**config.mk**
```make
export PLATFORM = sky130hd
export DESIGN_NAME = uart_rx_fifo_age
export DESIGN_NICKNAME = d
export VERILOG_FILES = /design/src/rtl/uart_rx_fifo_age.sv
export SDC_FILE = /design/constraint.sdc
export NUM_CORES = 1
export LEC_CHECK = 0
export BUFFER_PORTS_ARGS = -buffer_cell sky130_fd_sc_hd__buf_2
export CAP_MARGIN = 20
export CORE_ASPECT_RATIO = 0.9
export CORE_MARGIN = 1
export CORE_UTILIZATION = 55
export CTS_CLUSTER_SIZE = 20
export DETAILED_ROUTE_END_ITERATION = 12
export PLACE_DENSITY_LB_ADDON = 0.08
export SYNTH_ARGS = -nofsm -noshare
export SYNTH_HDL_FRONTEND = slang
export SYNTH_SLANG_ARGS = --single-unit
```
**constraint.sdc**
```tcl
create_clock -name clk -period 4.4 [get_ports clk]
set_clock_uncertainty 0.2 [all_clocks]
set_input_delay 0.22 -clock clk [delete_from_list [all_inputs] [get_ports clk]]
set_output_delay 0.22 -clock clk [all_outputs]
set_load 0.05 [all_outputs]
```
**src/rtl/uart_rx_fifo_age.sv**
```systemverilog
module uart_rx_fifo_age #(
  parameter int DEPTH      = 32,
  parameter int BIT_CYCLES = 4
) (
  input  logic        clk,
  input  logic        rst_n,
  input  logic        rx_stb,
  input  logic [7:0]  rx_char,
  input  logic        rx_frame_err,
  input  logic        rx_break,
  input  logic        rd_pop,
  output logic [15:0] rd_word,
  output logic [5:0]  fill,
  input  logic [5:0]  trig_level,
  input  logic        age_en,
  input  logic        rdy_ie,
  input  logic        clr_age,
  input  logic        clr_ovr,
  output logic        rdy_flag,
  output logic        age_flag,
  output logic        ovr_flag,
  output logic        irq
);
  localparam int PW        = $clog2(DEPTH);
  localparam int CW        = $clog2(DEPTH + 1);
  localparam int AGE_LIMIT = 64 * BIT_CYCLES;
  localparam int AW        = $clog2(AGE_LIMIT + 1);

  logic [9:0]       mem_q [DEPTH];
  logic [DEPTH-1:0] ovr_mark_q;
  logic [PW-1:0]    wr_ptr_q, rd_ptr_q;
  logic [CW-1:0]    cnt_q;
  logic [AW-1:0]    age_cnt_q;
  logic             age_q, ovr_q;

  logic empty, full, do_pop, do_push, drop, activity, age_run;
  logic [5:0] trig_eff;

  assign empty    = (cnt_q == '0);
  assign full     = (int'(cnt_q) == DEPTH);
  assign do_pop   = rd_pop & ~empty;
  assign do_push  = rx_stb & (~full | do_pop);
  assign drop     = rx_stb & full & ~do_pop;
  assign activity = do_push | do_pop;
  assign trig_eff = (trig_level == '0) ? 6'd1 : trig_level;
  assign age_run  = age_en & ~empty & (int'(cnt_q) < int'(trig_eff)) & ~age_q;

  always_ff @(posedge clk) begin
    if (do_push) mem_q[wr_ptr_q] <= {rx_frame_err, rx_break, rx_char};
  end

  always_ff @(posedge clk or negedge rst_n) begin
    if (!rst_n) begin
      wr_ptr_q   <= '0;
      rd_ptr_q   <= '0;
      cnt_q      <= '0;
      ovr_mark_q <= '0;
      ovr_q      <= 1'b0;
    end else begin
      if (do_push) begin
        wr_ptr_q             <= wr_ptr_q + 1'b1;
        ovr_mark_q[wr_ptr_q] <= 1'b0;
      end
      if (drop) ovr_mark_q[wr_ptr_q - 1'b1] <= 1'b1;
      if (do_pop) rd_ptr_q <= rd_ptr_q + 1'b1;
      if (do_push && !do_pop)      cnt_q <= cnt_q + 1'b1;
      else if (do_pop && !do_push) cnt_q <= cnt_q - 1'b1;
      if (drop)         ovr_q <= 1'b1;
      else if (clr_ovr) ovr_q <= 1'b0;
    end
  end

  always_ff @(posedge clk or negedge rst_n) begin
    if (!rst_n) begin
      age_cnt_q <= '0;
      age_q     <= 1'b0;
    end else begin
      if (activity || !age_run) begin
        age_cnt_q <= '0;
      end else if (age_cnt_q == AW'(AGE_LIMIT - 1)) begin
        age_cnt_q <= '0;
        age_q     <= 1'b1;
      end else begin
        age_cnt_q <= age_cnt_q + 1'b1;
      end
      if (clr_age) age_q <= 1'b0;
    end
  end

  logic [9:0] head;
  logic       head_ovr;
  assign head     = mem_q[rd_ptr_q];
  assign head_ovr = ovr_mark_q[rd_ptr_q];

  assign rd_word  = empty ? 16'h0000 :
                    {1'b1, head_ovr | head[9] | head[8], head_ovr, head[9], head[8], 3'b000, head[7:0]};
  assign fill     = 6'(cnt_q);
  assign rdy_flag = int'(cnt_q) >= int'(trig_eff);
  assign age_flag = age_q;
  assign ovr_flag = ovr_q;
  assign irq      = (rdy_flag & rdy_ie) | (age_q & age_en);
endmodule

```
Yosys cells after proc, flatten, opt, wreduce, memory -nomap -nowiden
Memories as Yosys holds them, arrays and structs flattened. Index checks and enable logic that the tools add are counted.

Output and inout bits: 26. Bits in registers: 59. Memories kept: 1. Input port bits: 24. Logic and storage cells: 80. RAM bits: 320.

Bitwise gates (word level): 21. Magnitude comparators: 7. Multiplexer cells: 21. Reduce and logical (&&, ||, !) cells: 14. Equal/unequal tests: 3. $add $sub $neg: 6.

Memory list: mem_q (words 32, bits a word 10, read ports 1, clocked after Yosys merged registers in 0, write ports 1, line 29) `logic [9:0] mem_q [DEPTH];`.

Operators with widths (number): $mux W32 (2); $and A32 B32 Y32 (1); $not A32 Y32 (1); $or A32 B32 Y32 (1); $lt A5 B6 Y1 const B (3); $mux W6 (3); $mux W9 (2); $mux W16 (1); $logic_not A6 Y1 (2); $add A5 B1 Y5 const B (2); $demux W1 S5 (2); $ge A5 B1 Y1 const B (2); $mux W1 (10); $add A9 B1 Y9 const B (1); $and A1 B1 Y1 (9); $eq A9 B8 Y1 const B (1); $add A6 B1 Y6 const B (1); $eq A6 B6 Y1 const B (1); $ge A6 B6 Y1 (1); $lt A6 B6 Y1 (1); $reduce_bool A2 Y1 (3); $sub A6 B1 Y6 const B (1); $bmux W1 S5 (1); $or A1 B1 Y1 (5); 7 further kinds (15).

Longest topological paths before layout
Gate-level depths: netlist of run 1.

Depth after elaboration: 9. Depth in mapped cells: 12. Gate-level depth less buffers: 12.

Least setup slack after synthesis of run 1
No wires, ideal clock.

Path type: reg-to-reg. Start point: reg cnt_q[1], in the netlist fill[1]. End point: reg cnt_q[5], in the netlist fill[5]. Setup slack: 0.565 ns. Stages on the path, launching flop included: 13. Arrival: 3.489 ns. Required time: 4.054 ns. Path buffers: 0. Period minus slack after synthesis: 3.835 ns. Setup time: 0.146 ns. Path through: dfrtp_1 -> or4_4 -> nor3_1 -> inv_1 -> nand2_1 -> ha_1 -> inv_1 -> ha_1 -> a21o_2 -> a21o_1 -> a211o_1 -> o311ai_0 -> xor2_1.

Word-level cells in the longest chain between the ends: 8. Elaborated cells on any way between the ends: 16. Classes of those cells: add/sub: 2; eq/ne: 1; mux: 2; bitwise: 5; reduce/logical: 6.

Ends and longest elaborated chain: start, declared (line 32) `logic [CW-1:0] cnt_q;`; start signal, assigned (line 66) `if (do_push && !do_pop) cnt_q <= cnt_q + 1'b1;`; start signal, assigned (line 67) `else if (do_pop && !do_push) cnt_q <= cnt_q - 1'b1;`; $logic_not A6 Y1 (line 39) `assign empty = (cnt_q == '0);`; $not A1 Y1 (line 41) `assign do_pop = rd_pop & ~empty;`; $and A1 B1 Y1 (line 41); $or A1 B1 Y1 (line 42) `assign do_push = rx_stb & (~full | do_pop);`; $and A1 B1 Y1 (line 42); $logic_not A1 Y1 (line 67); $logic_and A1 B1 Y1 (line 67); $reduce_bool A2 Y1 (no line).

Several ways; a longest one is shown, not always the timed one. The select of a mux whose other input is x is not followed. A chain may end at the register's enable or synchronous reset.

Worst setup path after layout of run 1
Start point: reg rd_ptr_q[0]. End point: out rd_word[14].

Word-level cells in the longest chain between the ends: 5. Elaborated cells on any way between the ends: 6. Classes of those cells: mux: 3; bitwise: 2; memory: 1.

Ends and longest elaborated chain: start, declared (line 31) `logic [PW-1:0] wr_ptr_q, rd_ptr_q;`; start signal, assigned (line 65) `if (do_pop) rd_ptr_q <= rd_ptr_q + 1'b1;`; $bmux W1 S5 (line 93) `assign head_ovr = ovr_mark_q[rd_ptr_q];`; $mux W1 (implied by the code) (line 93); $or A1 B1 Y1 (line 96) `{1'b1, head_ovr | head[9] | head[8], head_ovr, head[9], head[8], 3'b000, head[7:0]};`; $or A1 B1 Y1 (*) (line 96); $mux W16 (*) (line 95) `assign rd_word = empty ? 16'h0000 :`; end, declared (line 12) `output logic [15:0] rd_word,`.

Mark *: on every way between the ends. The rest lies on a longest branch, timed or not. The select of a mux whose other input is x is not followed.

==> metrics.md, run 1 <==
| Metric | Value |
|---|---|
| HP Class | in -> reg |
| Pin count of the biggest net entering global routing | 60 |
| Peak supply drop | 0.9370 mV |
| Post-cts repair resize count | 0 |
| Antenna viol nets, final | 0 |
| NumNets Final | slightly below 1000 |
| Status | finished, violations left |
| Reg2Reg Launch Point | fill[1] |
| Share of cells above drive strength 1 | 0.2856 |
| Grt ovf | 0 |
| Area added between synthesis and finish | 13.94% |
| Total iterations of the first detailed-routing run | 9 |
| Kind of critical path | reg -> out |
| Post-route design area | 17790 um2 |
| Switch Pwr | 0.003977 W |
| Worst skew pair latency | between 500 and 600 ps |
| Critical hold path startpoint | rx_char[7] |
| Drt wl/cell | ~25 um |
| Initial DRC count | 705 |
| Initial antenna violation count | 0 |
| Diode count | 0 |
| Post-route setup slack | about 670 ps |
| Die height | 161.8 um |
| Reg-to-Reg End | fill[5] |
| Cell Area, Placed | around 16000 um2 |
| Worst-margin pin slew | between 1000 and 1500 ps |
| Place WS | ~890 ps |
| Ys async rst share | 0.1557 |
| MaxCap Viol Count | 0 |
| Ys flop type | edfxtp_1 |
| Global-route wire length before repair | between 50000 and 60000 um |
| I/O Pins | 50 |
| Syn. warnings | 0 |
| Via Count | between 8000 and 9000 |
| Worst-path clk slew | approximately 60 ps |
| Max FO, Critical Path | 30 |
| Endpoints failing hold | 0 |
| PD cells | 660.1 nW/um2 |
| Internal power component | 0.007766 W |
| Num rows | 58 |
| CTS tree | yes |
| Worst Hold Slack | 24.04 ps |
| Register bit count reported by yosys | 379 |
| Sw frac | 0.3387 |
| Die ar. | between 20000 and 30000 um2 |
| Fin cells | 1323 |
| RSZ-0062 raised after global routing | false |
| Vias in the first global route | about 8600 |
| Tmin final | about 3700 ps |
| Port Buffer Count | 46 |
| Post-Synthesis Cell Area | 15610 um2 |
| Slew Viols, Final | 0 |
| Syn Inst Count | 847 |
| Reg2Reg Setup Slack | around 940 ps |
| Area of the multi-input gates | 4217 um2 |
| Critical Path End Type | output pin |
| Crit path from | rd_ptr_q[0] |
| Register area | 11090 um2 |
| R2R cell count | 10 |
| Crit start category | flip-flop |
| Total track usage | 0.2388 |
| Critical Path RT | around 4000 ps |
| Sequential fraction of the synthesis area | 0.7100 |
| Remaining DRCs | 4 |
| Number of synthesized flops with an enable pin | 320 |
| Cts bufs inserted | 39 |
| Final GP Congestion | 0.8227 |
| Initial Utilization | 0.5588 |
| Vias per cell | between 6 and 7 |
| FMAX | around 270 MHz |
| Fin Setup TNS | 0 ps |
| Crit share post-route | 0.8482 |
| Syn Area/Cell | 18.43 um2 |
| Inst Count DP | 1241 |
| Die X | about 180 um |
| Final setup fails | 0 |
| Synth cell types | 50 |
| # fillers | 1893 |
| Crit path to | rd_word[14] |
| Lkg Pwr | approximately 6 nW |
| Sink Count | 379 |
| Root Driver | clkbuf_16 |
| Slew margin rel. | 0.2495 |
| Detailed Route WL | 33250 um |
| Bufs on Longest Clock Path | 3 |
| Failing checks | DRC |
| Share of total power in combinational logic | 0.326 |
| H-tree Lvls | 2 |
| Area of the core region | 27940 um2 |
| Clk network pwr share | 0.282 |
| DP Wirelength | 20740 um |
| Worst Path Arrival | 3310 ps |
| Seq pwr share | 0.392 |
## layer usage
metal / up-vias / wire, um / GRT usage
li1: 3527 / - / -
met1: 4291 / 14050 / 0.3364
met2: 310 / 16240 / 0.3917
met3: 52 / 2184 / 0.03632
met4: 0 / 777 / 0.07406
met5: - / 0 / 0
## what timing repair did
| action | 4_1_cts | 5_1_grt |
|---|---|---|
| hold buffers | 8 | 0 |
| endpoints found under the hold margin | 86 | 0 |
| setup buffers | 0 | 0 |
## power groups by stage
stage	Clock, W	Combinational (W)	Sequential (W)
5_1_grt	0.00351	0.00406	0.00466
4_1_cts	0.00337	0.00386	0.00462
3_5_place_dp	0	0.00384	0.00469
2_1_floorplan	0	0.00298	0.00446
3_3_place_gp	0	0.00379	0.00467
6_report	0.00331	0.00383	0.00460
## cells by family (layout without fill, tap and decap cells)
logic type,Yosys count,count (layout),share of synthesized area
DFF,379,379,0.7101
and+or+nand+nor,138,138,0.04231
muxes,124,124,0.1619
AOI/OAI and AO/OA,96,96,0.03462
buffers and inverters,65,179,0.02068
xor gates and xnor gates,23,23,0.01290
adders and majority gates,21,21,0.01731
other,1,3,0.0002402
## state kept, by name, summed over array words and instances, names as in the netlist
name and flops:
ovr_mark_q 32, wr_ptr_q 5, fill 6, age_flag 1, rd_ptr_q 5, ovr_flag 1
age_cnt_q 9, mem_q 320
## Yosys cell counts (4+ instances only)
library cell / count / area share
nand2_1: 29 / 0.0070
xor2_1: 10 / 0.0056
dfrtp_1: 59 / 0.095
mux4_2: 102 / 0.15
nand2_2: 8 / 0.0032
nor2_1: 56 / 0.013
buf_4: 5 / 0.0024
a21oi_1: 5 / 0.0016
a21o_1: 4 / 0.0019
xnor2_1: 13 / 0.0073
ha_1: 20 / 0.016
mux2_2: 8 / 0.0058
nor3_1: 5 / 0.0016
clkbuf_1: 12 / 0.0029
nand2b_1: 6 / 0.0024
edfxtp_1: 320 / 0.62
buf_6: 4 / 0.0029
inv_1: 19 / 0.0046
nand3_1: 13 / 0.0042
buf_2: 24 / 0.0077
o21ai_1: 32 / 0.010
o21ai_0: 39 / 0.013
mux2i_1: 14 / 0.0090
## how the worst min path moves through the flow
stage / end / depth (start not counted) / slack (ps)
2_1_floorplan: age_cnt_q[0] / 0 / -280
3_3_place_gp: age_flag / 2 / 170
3_5_place_dp: age_flag / 2 / 180
4_1_cts: mem_q[21][2] / 1 / 6
5_1_grt: mem_q[21][2] / 1 / 30
6_report: mem_q[1][7] / 1 / 20
## layout by cell type (no fill, tap or decap), types with 4 or more instances in the layout
cell type / n
edfxtp_1: 320
nor2_1: 56
buf_4: 26
o21ai_0: 39
clkinvlp_4: 4
buf_6: 8
mux2_2: 8
nand2b_1: 6
mux4_2: 102
a21o_1: 4
inv_1: 19
nor3_1: 4
dfrtp_1: 56
clkinv_1: 8
ha_1: 20
o21ai_1: 32
bufinv_16: 5
a21oi_1: 5
clkinv_2: 6
nand2_2: 8
dlygate4sd3_1: 8
clkbuf_16: 41
mux2i_1: 14
xnor2_1: 13
buf_2: 46
nand2_1: 29
nand3_1: 13
xor2_1: 10
## stage by stage
stage | utilization | power, W
after floorplan | - | 0.007435
after global placement | 0.5841 | 0.008462
after detailed placement | 0.5853 | 0.008534
after CTS | 0.6347 | 0.01185
after global routing | 0.6367 | 0.01223
final | 0.6367 | 0.01174
## area by class of cell
| class | count | share of cell area |
|---|---|---|
| clock buffers | 42 | 0.05788 |
| clock inverters | 27 | 0.01526 |
| multi-input cells | 405 | 0.2370 |
| repair buffers | 91 | 0.03685 |
| well taps | 360 | 0.02532 |
| flip-flops and latches | 379 | 0.6236 |
| inverters | 19 | 0.004009 |
## critical path, cell delays in order (launching register included)
cell	delay [ps]
dfrtp_4	810
buf_4	410
mux4_2	550
mux2i_1	210
nand4_1	190
nand3_1	250
o211ai_1	120
buf_2	230
No activity file was read; power rests on OpenSTA's default activity.
==> inputs of run 2 (changes only) <==
Clock period 4.4 ns to 3.3 ns, I/O delays scaled along.
==> run 2 against run 1 <==
Routed wire length rose by 6.4%. The flow still finishes with violations (DRC). Die area unchanged. Worst hold slack lost 19 ps. Critical path depth increased by 1. Sequential power increased by 28%. Worst setup slack worse by 600 ps. Highest routed layer unchanged. Register-to-register slack got worse by 820 ps.
==> metrics.md, run 2 (synthesized netlist as in run 1, its figures left out) <==
| Metric | Value |
|---|---|
| Global-route wire length before repair | 53420 um (+4.6%) |
| Util after Layout | 0.6554 (+0.01867) |
| RSZ-0062 raised after global routing | true |
| Die height | 161.8 um (unchanged) |
| Slew margin rel. | 0.2676 (+0.01810) |
| Cts bufs inserted | 39 (unchanged) |
| Final GP Congestion | 0.8469 (+2.9%) |
| Slew Viols, Final | 0 (unchanged) |
| Worst Path Arrival | 2870 ps (-440 ps) |
| Worst-path clk slew | 60 ps (about the same) |
| Peak supply drop | 0.9733 mV (+3.9%) |
| Met1 Resource Use GR | 0.3519 (+0.01553) |
| Most frequent cells in the layout | 320 x edfxtp_1, 102 x mux4_2, 56 x nor2_1 |
| Fin cells | 1358 (+2.6%) |
| Via Count | 8359 (+2.2%) |
| Tmin final | 3234 ps |
| Vias per cell | 6.155 (-0.45%) |
| Post-route setup slack | 66.33 ps (-601.6 ps) |
| Kind of critical path | reg -> out |
| Lkg Pwr | 6.395 nW (+4.0%) |
| Initial antenna violation count | 0 (unchanged) |
| Worst skew pair latency | 510 ps (about the same) |
| Num rows | 58 (unchanged) |
| Total track usage | 0.2525 (+0.01366) |
| Initial DRC count | 785 (+11%) |
| CTS tree | yes |
| Die ar. | 29060 um2 (unchanged) |
| Cell Area, Placed | 16520 um2 (+1.0%) |
| Die X | 179.6 um (unchanged) |
| Post-route design area | 18310 um2 (+2.9%) |
| Critical Path End Type | output pin |
| Met2 Track Usage GR | 0.4208 (+0.02912) |
| Share of cells above drive strength 1 | 0.3086 (+0.02305) |
| MaxCap Viol Count | 0 (unchanged) |
| Initial Utilization | 0.5588 (unchanged) |
| Worst-margin pin slew | 1095 ps (-27.04 ps) |
| Area added between synthesis and finish | 17.29% |
| Bufs on Longest Clock Path | 3 (unchanged) |
| Sink Count | 379 (unchanged) |
| Inst Count DP | 1252 (+0.89%) |
| Remaining DRCs | 2 (-2) |
| Drt wl/cell | 26.05 um (+3.7%) |
| Place WS | 83.51 ps (-803.1 ps) |
| Failing checks | DRC |
| Top flop regs | mem_q: 320 flops, ovr_mark_q: 32 flops, age_cnt_q: 9 flops |
| Crit start category | flip-flop |
| Met3 usage | 0.04305 (+0.006726) |
| Antenna viol nets, final | 0 (unchanged) |
| Critical Path RT | 2930 ps (-1050 ps) |
| Total iterations of the first detailed-routing run | 9 (unchanged) |
| Diode count | 0 (unchanged) |
| Root Driver | clkbuf_16 |
| FMAX | 309.2 MHz |
| H-tree Lvls | 2 (unchanged) |
| Endpoints failing hold | 0 (unchanged) |
| HP Class | in -> reg |
| Grt ovf | 0 (unchanged) |
| NumNets Final | 1017 (+3.8%) |
| Vias in the first global route | 8653 (+1.2%) |
| Crit share post-route | 0.9799 |
| Largest Register | mem_q |
| I/O Pins | 50 (unchanged) |
| Port Buffer Count | 46 (unchanged) |
| Overall Power | 0.01648 W (+40%) |
| Pin count of the biggest net entering global routing | 49 (-18%) |
| Most common cell after layout, fill and taps aside | edfxtp_1 |
| Busiest grt layer | met2 |
| Status | finished, violations left |
| Final setup fails | 0 (unchanged) |
| Detailed Route WL | 35380 um (+6.4%) |
| Max FFs per register | 320 (unchanged) |
| DP Wirelength | 22690 um (+9.4%) |
| Area of the core region | 27940 um2 (unchanged) |
| Max FO, Critical Path | 8 (-73%) |
| PD cells | 899.8 nW/um2 (+36%) |
## run 2: changes by cell type in the layout (fill, tap and decap cells not counted), moves of 4 or more
cell           previous run  this run
buf_4                    26        40
buf_6                     8        18
clkinvlp_4                4         0
buf_12                    3         9
buf_2                    46        40
dlygate4sd3_1             8        15
clkbuf_1                  1         5
## run 2: path summary, 6_finish.rpt
kind                                     start              to  slack (ps)  depth (start not counted)
worst min-delay path                rx_char[4]    mem_q[27][4]           5                          1
worst min register to register  ovr_mark_q[13]  ovr_mark_q[13]         310                          2
max in group asynchronous                rst_n         fill[1]        2030                          3
worst max register to register         fill[3]         fill[5]         120                         10
min in group asynchronous                rst_n         fill[2]          90                          3
worst max-delay path               rd_ptr_q[0]      rd_word[2]          70                          8
## run 2: cell type report
type                       instances  area [um2]
fill                            1891        9628
sequential                       379       11100
clock inverter                    21       212.7
clock buffer                      46        1033
tap                              360       450.4
timing repair buffer             128        1180
inverter                          19       73.82
multi-input combinational        405        4263
## run 2: through the flow
step	setup TNS, ps	hold slack (ps)
4_1_cts	0	8.708
3_5_place_dp	0	-141.1
2_1_floorplan	0	-330.6
3_3_place_gp	0	-149.7
5_1_grt	-20.91	10.41
6_report	0	5.127
## run 2: repair_timing
item / CTS / global route
endpoints found under the setup margin: 9 / 9
hold buffers: 15 / 0
pin swaps: 0 / 1
buffers inserted: 12 / 4
hold endpoints to repair: 307 / 0
gates resized for setup: 6 / 16
cloned: 3 / 1
## run 2: power by group
| group | switching [W] | leakage, nW | internal (W) |
|---|---|---|---|
| Clock | 0.00175 | 0.612 | 0.00255 |
| Sequential | 0.000290 | 3.67 | 0.00560 |
| Combinational | 0.00355 | 2.12 | 0.00274 |
| Total | 0.00559 | 6.40 | 0.0109 |
## run 2: critical path: stages, from the launching register on
cell	delay (ps)
dfrtp_4	500
buf_12	160
buf_16	150
buf_12	130
mux4_2	440
mux4_2	500
mux2i_1	190
nor2_1	60
buf_2	210
## run 2: metal layers
metal / vias up / part of all wire
met4: 0 / 0.019
met5: - / 0
met3: 53 / 0.071
met1: 4372 / 0.42
li1: 3594 / -
met2: 340 / 0.49
